$ cat src/rtl/resv_pkg.sv
`timescale 1ns/1ps
package resv_pkg;
  typedef enum logic [1:0] {
    OP_READ  = 2'd0,
    OP_LDRSV = 2'd1,
    OP_STORE = 2'd2,
    OP_STCND = 2'd3
  } resv_op_e;
endpackage

$ cat src/rtl/resv_decode.sv
`timescale 1ns/1ps
module resv_decode #(
  parameter int NUM_MASTERS = 4,
  parameter int ID_W        = 3
) (
  input  logic                   valid,
  input  logic [ID_W-1:0]        master,
  input  resv_pkg::resv_op_e     op,
  output logic                   is_ldrsv,
  output logic                   is_store,
  output logic                   is_stcnd,
  output logic [NUM_MASTERS-1:0] own_mask
);
  import resv_pkg::*;

  assign is_ldrsv = valid && (op == OP_LDRSV);
  assign is_store = valid && (op == OP_STORE);
  assign is_stcnd = valid && (op == OP_STCND);

  // One-hot select of the issuing slot; all zero for non-reserving agents.
  for (genvar g = 0; g < NUM_MASTERS; g++) begin : g_own
    assign own_mask[g] = (master == ID_W'(g));
  end
endmodule

$ cat src/rtl/resv_slot.sv
`timescale 1ns/1ps
module resv_slot #(
  parameter int WORD_W = 30
) (
  input  logic              clk,
  input  logic              rst,
  input  logic              set_en,
  input  logic              clr_en,
  input  logic [WORD_W-1:0] word_in,
  output logic              flag,
  output logic              hit
);
  logic [WORD_W-1:0] word_q;

  always_ff @(posedge clk) begin
    if (rst) begin
      flag   <= 1'b0;
      word_q <= '0;
    end else if (set_en) begin
      flag   <= 1'b1;
      word_q <= word_in;
    end else if (clr_en) begin
      flag   <= 1'b0;
    end
  end

  assign hit = flag && (word_q == word_in);
endmodule

$ cat src/rtl/resv_monitor.sv
`timescale 1ns/1ps
module resv_monitor #(
  parameter int NUM_MASTERS = 4,
  parameter int ADDR_W      = 32,
  localparam int ID_W       = $clog2(NUM_MASTERS) + 1,
  localparam int WORD_W     = ADDR_W - 2
) (
  input  logic              clk,
  input  logic              rst,
  input  logic              snp_valid,
  input  logic [ID_W-1:0]   snp_master,
  input  logic [ADDR_W-1:0] snp_addr,
  input  logic [1:0]        snp_op,
  output logic              sc_pass,
  output logic              sc_inhibit
);
  import resv_pkg::*;

  function automatic logic [WORD_W-1:0] word_of(input logic [ADDR_W-1:0] a);
    return a[ADDR_W-1:2];
  endfunction

  function automatic logic verdict(input logic cond,
                                   input logic [NUM_MASTERS-1:0] own,
                                   input logic [NUM_MASTERS-1:0] hits);
    return cond && (|(own & hits));
  endfunction

  // Named internal events for the checker.
  logic                   ev_ldrsv, ev_store, ev_stcnd;
  logic [NUM_MASTERS-1:0] own_mask;
  logic [NUM_MASTERS-1:0] hit_vec;
  logic [NUM_MASTERS-1:0] rsv_flag;
  logic [NUM_MASTERS-1:0] set_vec;
  logic [NUM_MASTERS-1:0] clr_vec;
  logic [WORD_W-1:0]      snp_word;

  assign snp_word = word_of(snp_addr);

  resv_decode #(.NUM_MASTERS(NUM_MASTERS), .ID_W(ID_W)) u_dec (
    .valid    (snp_valid),
    .master   (snp_master),
    .op       (resv_op_e'(snp_op)),
    .is_ldrsv (ev_ldrsv),
    .is_store (ev_store),
    .is_stcnd (ev_stcnd),
    .own_mask (own_mask)
  );

  assign sc_pass    = verdict(ev_stcnd, own_mask, hit_vec);
  assign sc_inhibit = ev_stcnd && !sc_pass;

  for (genvar g = 0; g < NUM_MASTERS; g++) begin : g_slot
    assign set_vec[g] = ev_ldrsv && own_mask[g];
    assign clr_vec[g] = (own_mask[g] && ev_stcnd) ||
                        (!own_mask[g] && hit_vec[g] && (ev_store || sc_pass));
    resv_slot #(.WORD_W(WORD_W)) u_slot (
      .clk     (clk),
      .rst     (rst),
      .set_en  (set_vec[g]),
      .clr_en  (clr_vec[g]),
      .word_in (snp_word),
      .flag    (rsv_flag[g]),
      .hit     (hit_vec[g])
    );
  end
endmodule

$ cat config.mk
export PLATFORM = sky130hd
export DESIGN_NAME = resv_monitor
export DESIGN_NICKNAME = d
export VERILOG_FILES = /design/src/rtl/resv_pkg.sv /design/src/rtl/resv_decode.sv /design/src/rtl/resv_slot.sv /design/src/rtl/resv_monitor.sv
export SDC_FILE = /design/constraint.sdc
export NUM_CORES = 1
export LEC_CHECK = 0
export ABC_AREA = 1
export CAP_MARGIN = 15
export CELL_PAD_IN_SITES_DETAIL_PLACEMENT = 1
export CELL_PAD_IN_SITES_GLOBAL_PLACEMENT = 2
export CORE_ASPECT_RATIO = 0.6
export CORE_UTILIZATION = 31
export CTS_CLUSTER_SIZE = 28
export DETAILED_ROUTE_END_ITERATION = 7
export DONT_BUFFER_PORTS = 1
export MAX_ROUTING_LAYER = met4
export PLACE_DENSITY_LB_ADDON = 0.1
export SETUP_SLACK_MARGIN = 0.2
export SYNTH_ARGS = -nofsm -noshare
export SYNTH_HDL_FRONTEND = slang
export SYNTH_HIERARCHICAL = 1
export SYNTH_SLANG_ARGS = --single-unit
export TNS_END_PERCENT = 20
$ cat constraint.sdc
create_clock -name clk -period 1.4 [get_ports clk]
set_clock_uncertainty 0.1 [all_clocks]
set_input_delay 0.28 -clock clk [delete_from_list [all_inputs] [get_ports clk]]
set_output_delay 0.28 -clock clk [all_outputs]
set_load 0.05 [all_outputs]
# After elaboration in Yosys (flattened, before gate mapping)
# Cells that the tools add are included.
# totals
regBits,124
inputBits,40
# classes
n_eq_ne,10
muxes,8
bitwise,1
n_reduce_logical,41
# ops
cell,n
$eq A30 B30 Y1,4
$logic_and A1 B1 Y1,25
$mux W1,8
$reduce_bool A2 Y1,4
$eq A3 B2 Y1 const B,2
$logic_not A1 Y1,5
$logic_or A1 B1 Y1,5
$and A4 B4 Y4,1
$eq A2 B2 Y1 const B,2
$reduce_or A4 Y1,1
$eq A3 B1 Y1 const B,1
$logic_not A3 Y1,1
$eq A2 B1 Y1 const B,1

# Logic depth before layout (Yosys ltp)
# depth
word_depth,10
ltp_mapped,17
mapped_depth_nobuf,17

# Hierarchy
# Netlist, hierarchy kept.
# modules_own_cells
module,instances,cells_per_inst,area_per_inst_um2
resv_slot,4,275,1690.4
resv_monitor,1,39,162.7
resv_decode,1,15,56.3

# Worst setup path before layout
# OpenSTA, ideal clock, no wires.
# synth_path
path_kind,flip-flop to output port
start,register g_slot[1].u_slot.word_q[18]
end,output port sc_inhibit
arrival_time_ns,1.955
setup_slack_ns,-0.935
path_stages_with_launch,11
path_buffers,0
path_cell_list,dfxtp_1 > nor2_1 > nor2_1 > nor2_1 > nand2_1 > nor2_1 > nand2_1 > nor2_1 > nand2_1 > nand2_2 > nor3b_1
# synth_between
elab_chain_cells,7
# synth_rtl
element,line_no,text
start: declaration,resv_slot.sv:13,logic [WORD_W-1:0] word_q;
start signal: assignment,resv_slot.sv:21,word_q <= word_in;
$eq A30 B30 Y1,resv_slot.sv:27,assign hit = flag && (word_q == word_in);
$logic_and A1 B1 Y1,resv_slot.sv:27,
named net hit_vec[1],resv_monitor.sv:32,logic [NUM_MASTERS-1:0] hit_vec;
$and A4 B4 Y4,resv_monitor.sv:26,return cond && (|(own & hits));
$reduce_or A4 Y1,resv_monitor.sv:26,
$logic_and A1 B1 Y1,resv_monitor.sv:26,
$logic_not A1 Y1,resv_monitor.sv:51,assign sc_inhibit = ev_stcnd && !sc_pass;
$logic_and A1 B1 Y1,resv_monitor.sv:51,
end: declaration,resv_monitor.sv:15,output logic sc_inhibit
# The timed path passes the listed nets, and every way through them passes these cells.

# Worst setup path after layout
# layout_path
start,register g_slot[2].u_slot.word_q[24]
end,output port sc_inhibit
# layout_between
elab_chain_cells,7
# layout_rtl
element,line_no
start: declaration,resv_slot.sv:13
start signal: assignment,resv_slot.sv:21
$eq A30 B30 Y1,resv_slot.sv:27
$logic_and A1 B1 Y1,resv_slot.sv:27
named net hit_vec[2],resv_monitor.sv:32
$and A4 B4 Y4,resv_monitor.sv:26
$reduce_or A4 Y1,resv_monitor.sv:26
$logic_and A1 B1 Y1,resv_monitor.sv:26
$logic_not A1 Y1,resv_monitor.sv:51
$logic_and A1 B1 Y1,resv_monitor.sv:51
# The timed path passes the listed nets, and every way through them passes these cells.

==> flow_summary.yaml <==
run_status:
  status: "complete, but fails checks"
  violations: "hold timing, setup timing"
floorplanning:
  die_h_um: 118
  fp.dieArea_um2: 23100
  die_w_um: 196
  core_um2: 22100
  start_util_pct: 31.6
  ioPinCount: 42
  rows: 42
sta:
  setup_viol: 6
  fin_crit_ns: 2.34
  drv_slew: 0
  fmax_mhz: 427
  fin_crit_sh_pct: 167
  worst_slew_pin_slew_ns: 0.330
  grt_setup_unrepaired: "true"
  setup_ws_ns: -0.940
  timing.slew.headroom_pct: 78.0
  hold_violations: 124
  whs_ns: -0.168
synth:
  synth_common_cells: "nand2_1, inv_1, nor2_1"
  yosysTopAreaCell: "dfxtp_1"
  yosysMostFrequentCell: "nand2_1"
  syn_area_um2: 6980
  ys_seq_elements: 124
  syn_inst: 1154
  seq_area_frac_synth_pct: 35.6
  ys.flop_type: "dfxtp_1"
  yosys_warnings: 6
  synth_top_area_share_pct: 35.6
  synth-edff-count: 0
  ys_types: 16
  syn_area_per_cell_um2: 6.05
  yosys-top-cells-area: "dfxtp_1, nand2_1, inv_1"
  syn-num-nets: 1194
  synthArstFlopShare_pct: 0
grt:
  grt_usage_pct: 22.4
  grt.met2_usage_pct: 32.1
  grt_pass1_vias: 6957
  antenna_found_initial: 0
  grt_pass1_wl_mm: 38.6
  grt-ovfl-total: 0
  grt_max_degree: 125
  gr-usage-met1_pct: 32.3
  top_usage_layer: "met1"
  met3_usage_pct: 4.31
drt:
  totalWireLength_mm: 23.6
  vias: 6919
  dr.pass1.iters: 4
  vias_per_cell: 4.46
  dr.first_iter.drc_count: 256
  wl_per_cell_um: 15.2
  antenna_left: 0
  route.detailed.drc: 0
final_layout:
  stdcell_area_um2: 8780
  final_cells: 1551
  n_antenna_cell: 0
  drive_above_1_share_pct: 17.0
  nets: 1294
  syn2layout_area_growth_pct: 25.8
  post-route-util_pct: 39.8
power_and_ir_drop:
  total_power_uw: 8620
  p_per_area_nw_per_um2: 982
  leakage_uw: 0.00405
  ir_drop_uv: 666
clock_network:
  cts_buffers: 17
  clockBufferDepth: 2
  cts_tree: "done"
  cts_setup_buffers: 0
  cts.sinks: 124
  clock_latency_ns: 0.43
  cts-root-buf: "clkbuf_16"
  clkTransAtPathRegs_ns: 0.06
  htreeDepth: 4
placed_design:
  dp_hpwl_mm: 17.2
  gp_congestion: 0.779
  dp_cells: 1521
  port_buffers: 0
  dpl_cell_area_um2: 8100
setup_path:
  endpoint_kind: "output pin"
  criticalPathCategory: "reg2out"
  arrival_ns: 1.96
  required_ns: 1.02
  worstSetupStartpointType: "register"
  critPathMaxFanout: 3
min_path:
  hold_class: "in2reg"
flow_run:
  drv_cap: 0
-- where the power goes --
part / leakage [uW] / internal, uW / total, uW / switching (uW)
Clock: 0.000279 / 2620 / 4270 / 1650
Sequential: 0.00101 / 3570 / 3610 / 32.5
Combinational: 0.00276 / 363 / 749 / 386
Total: 0.00405 / 6550 / 8620 / 2070
-- metrics by stage --
stage                     setup WS, ns  hold WS, ns  TNS [ns]
after global placement          -0.670        0.262     -5.73
after floorplan                 -0.280        0.258     -1.42
after CTS                       -0.973       -0.200     -4.18
after detailed placement        -0.686        0.259     -7.08
final                           -0.940       -0.168     -4.13
after global routing             -1.06       -0.199     -5.11
-- cell type report --
| class | instances | area (um^2) |
|---|---|---|
| Fill cell | 2950 | 13300 |
| Multi-Input combinational cell | 764 | 3480 |
| Sequential cell | 124 | 2510 |
| Timing Repair Buffer | 117 | 1000 |
| Inverter | 230 | 886 |
| Clock buffer | 20 | 447 |
| Tap cell | 286 | 358 |
| Clock inverter | 10 | 100 |
-- per-layer routing --
layer / wire (um) / up-vias / part of all wire (%)
met5: 0 / - / 0
met4: 169 / 0 / 0.72
met3: 1010 / 13 / 4.3
met2: 9680 / 71 / 41
met1: 12700 / 3169 / 54
li1: - / 3666 / -
-- flip-flops by register name, indices dropped and copies added (netlist names) --
name / count
g_slot.u_slot/flag: 4
g_slot.u_slot/word_q: 120
-- worst paths after layout --
| kind | startpoint | to | slack [ns] | cells after the start |
|---|---|---|---|---|
| worst min-delay path | rst | g_slot[1].u_slot/word_q[0] | -0.17 | 1 |
| worst max-delay path | g_slot[2].u_slot/word_q[24] | sc_inhibit | -0.94 | 13 |
| worst min register to register | g_slot[0].u_slot/word_q[24] | g_slot[0].u_slot/word_q[24] | 0.38 | 2 |
| worst max register to register | g_slot[0].u_slot/word_q[0] | g_slot[3].u_slot/flag | -0.57 | 16 |
-- cell usage in the layout (no fill, tap or decap), types with 17 or more instances in the layout --
master,count
a211oi_1,104
nor2_2,18
a21oi_1,20
nand2_1,388
clkbuf_16,17
inv_1,222
nor2_1,197
dfxtp_1,103
buf_4,107
dfxtp_2,21
-- what timing repair did --
item | CTS | global route
setup endpoints to repair | 6 | 12
hold endpoints to repair | 124 | 124
pin swaps | 10 | 14
gates cloned | 0 | 0
gates resized for setup | 39 | 19
-- cells by family after synthesis --
group,after synthesis,synth area share (%)
DFF,124,35.6
AOI/OAI and AO/OA,133,13.3
buffers and inverters,266,16.7
and+or+nand+nor,627,33.9
xor gates and xnor gates,4,0.502
-- worst max-delay path, cell delays in order (launching register included) --
cell and delay [ns]:
dfxtp_2 0.33, nand2_1 0.06, inv_1 0.04, nor2_2 0.14, nor2_2 0.06, nand2_1 0.05
nor2_1 0.03, buf_4 0.14, nand2_2 0.07, nor2_2 0.04, nand2_1 0.08, nand2_2 0.09
nor3b_4 0.22, buf_12 0.16
No activity file was read; power rests on OpenSTA's default activity.
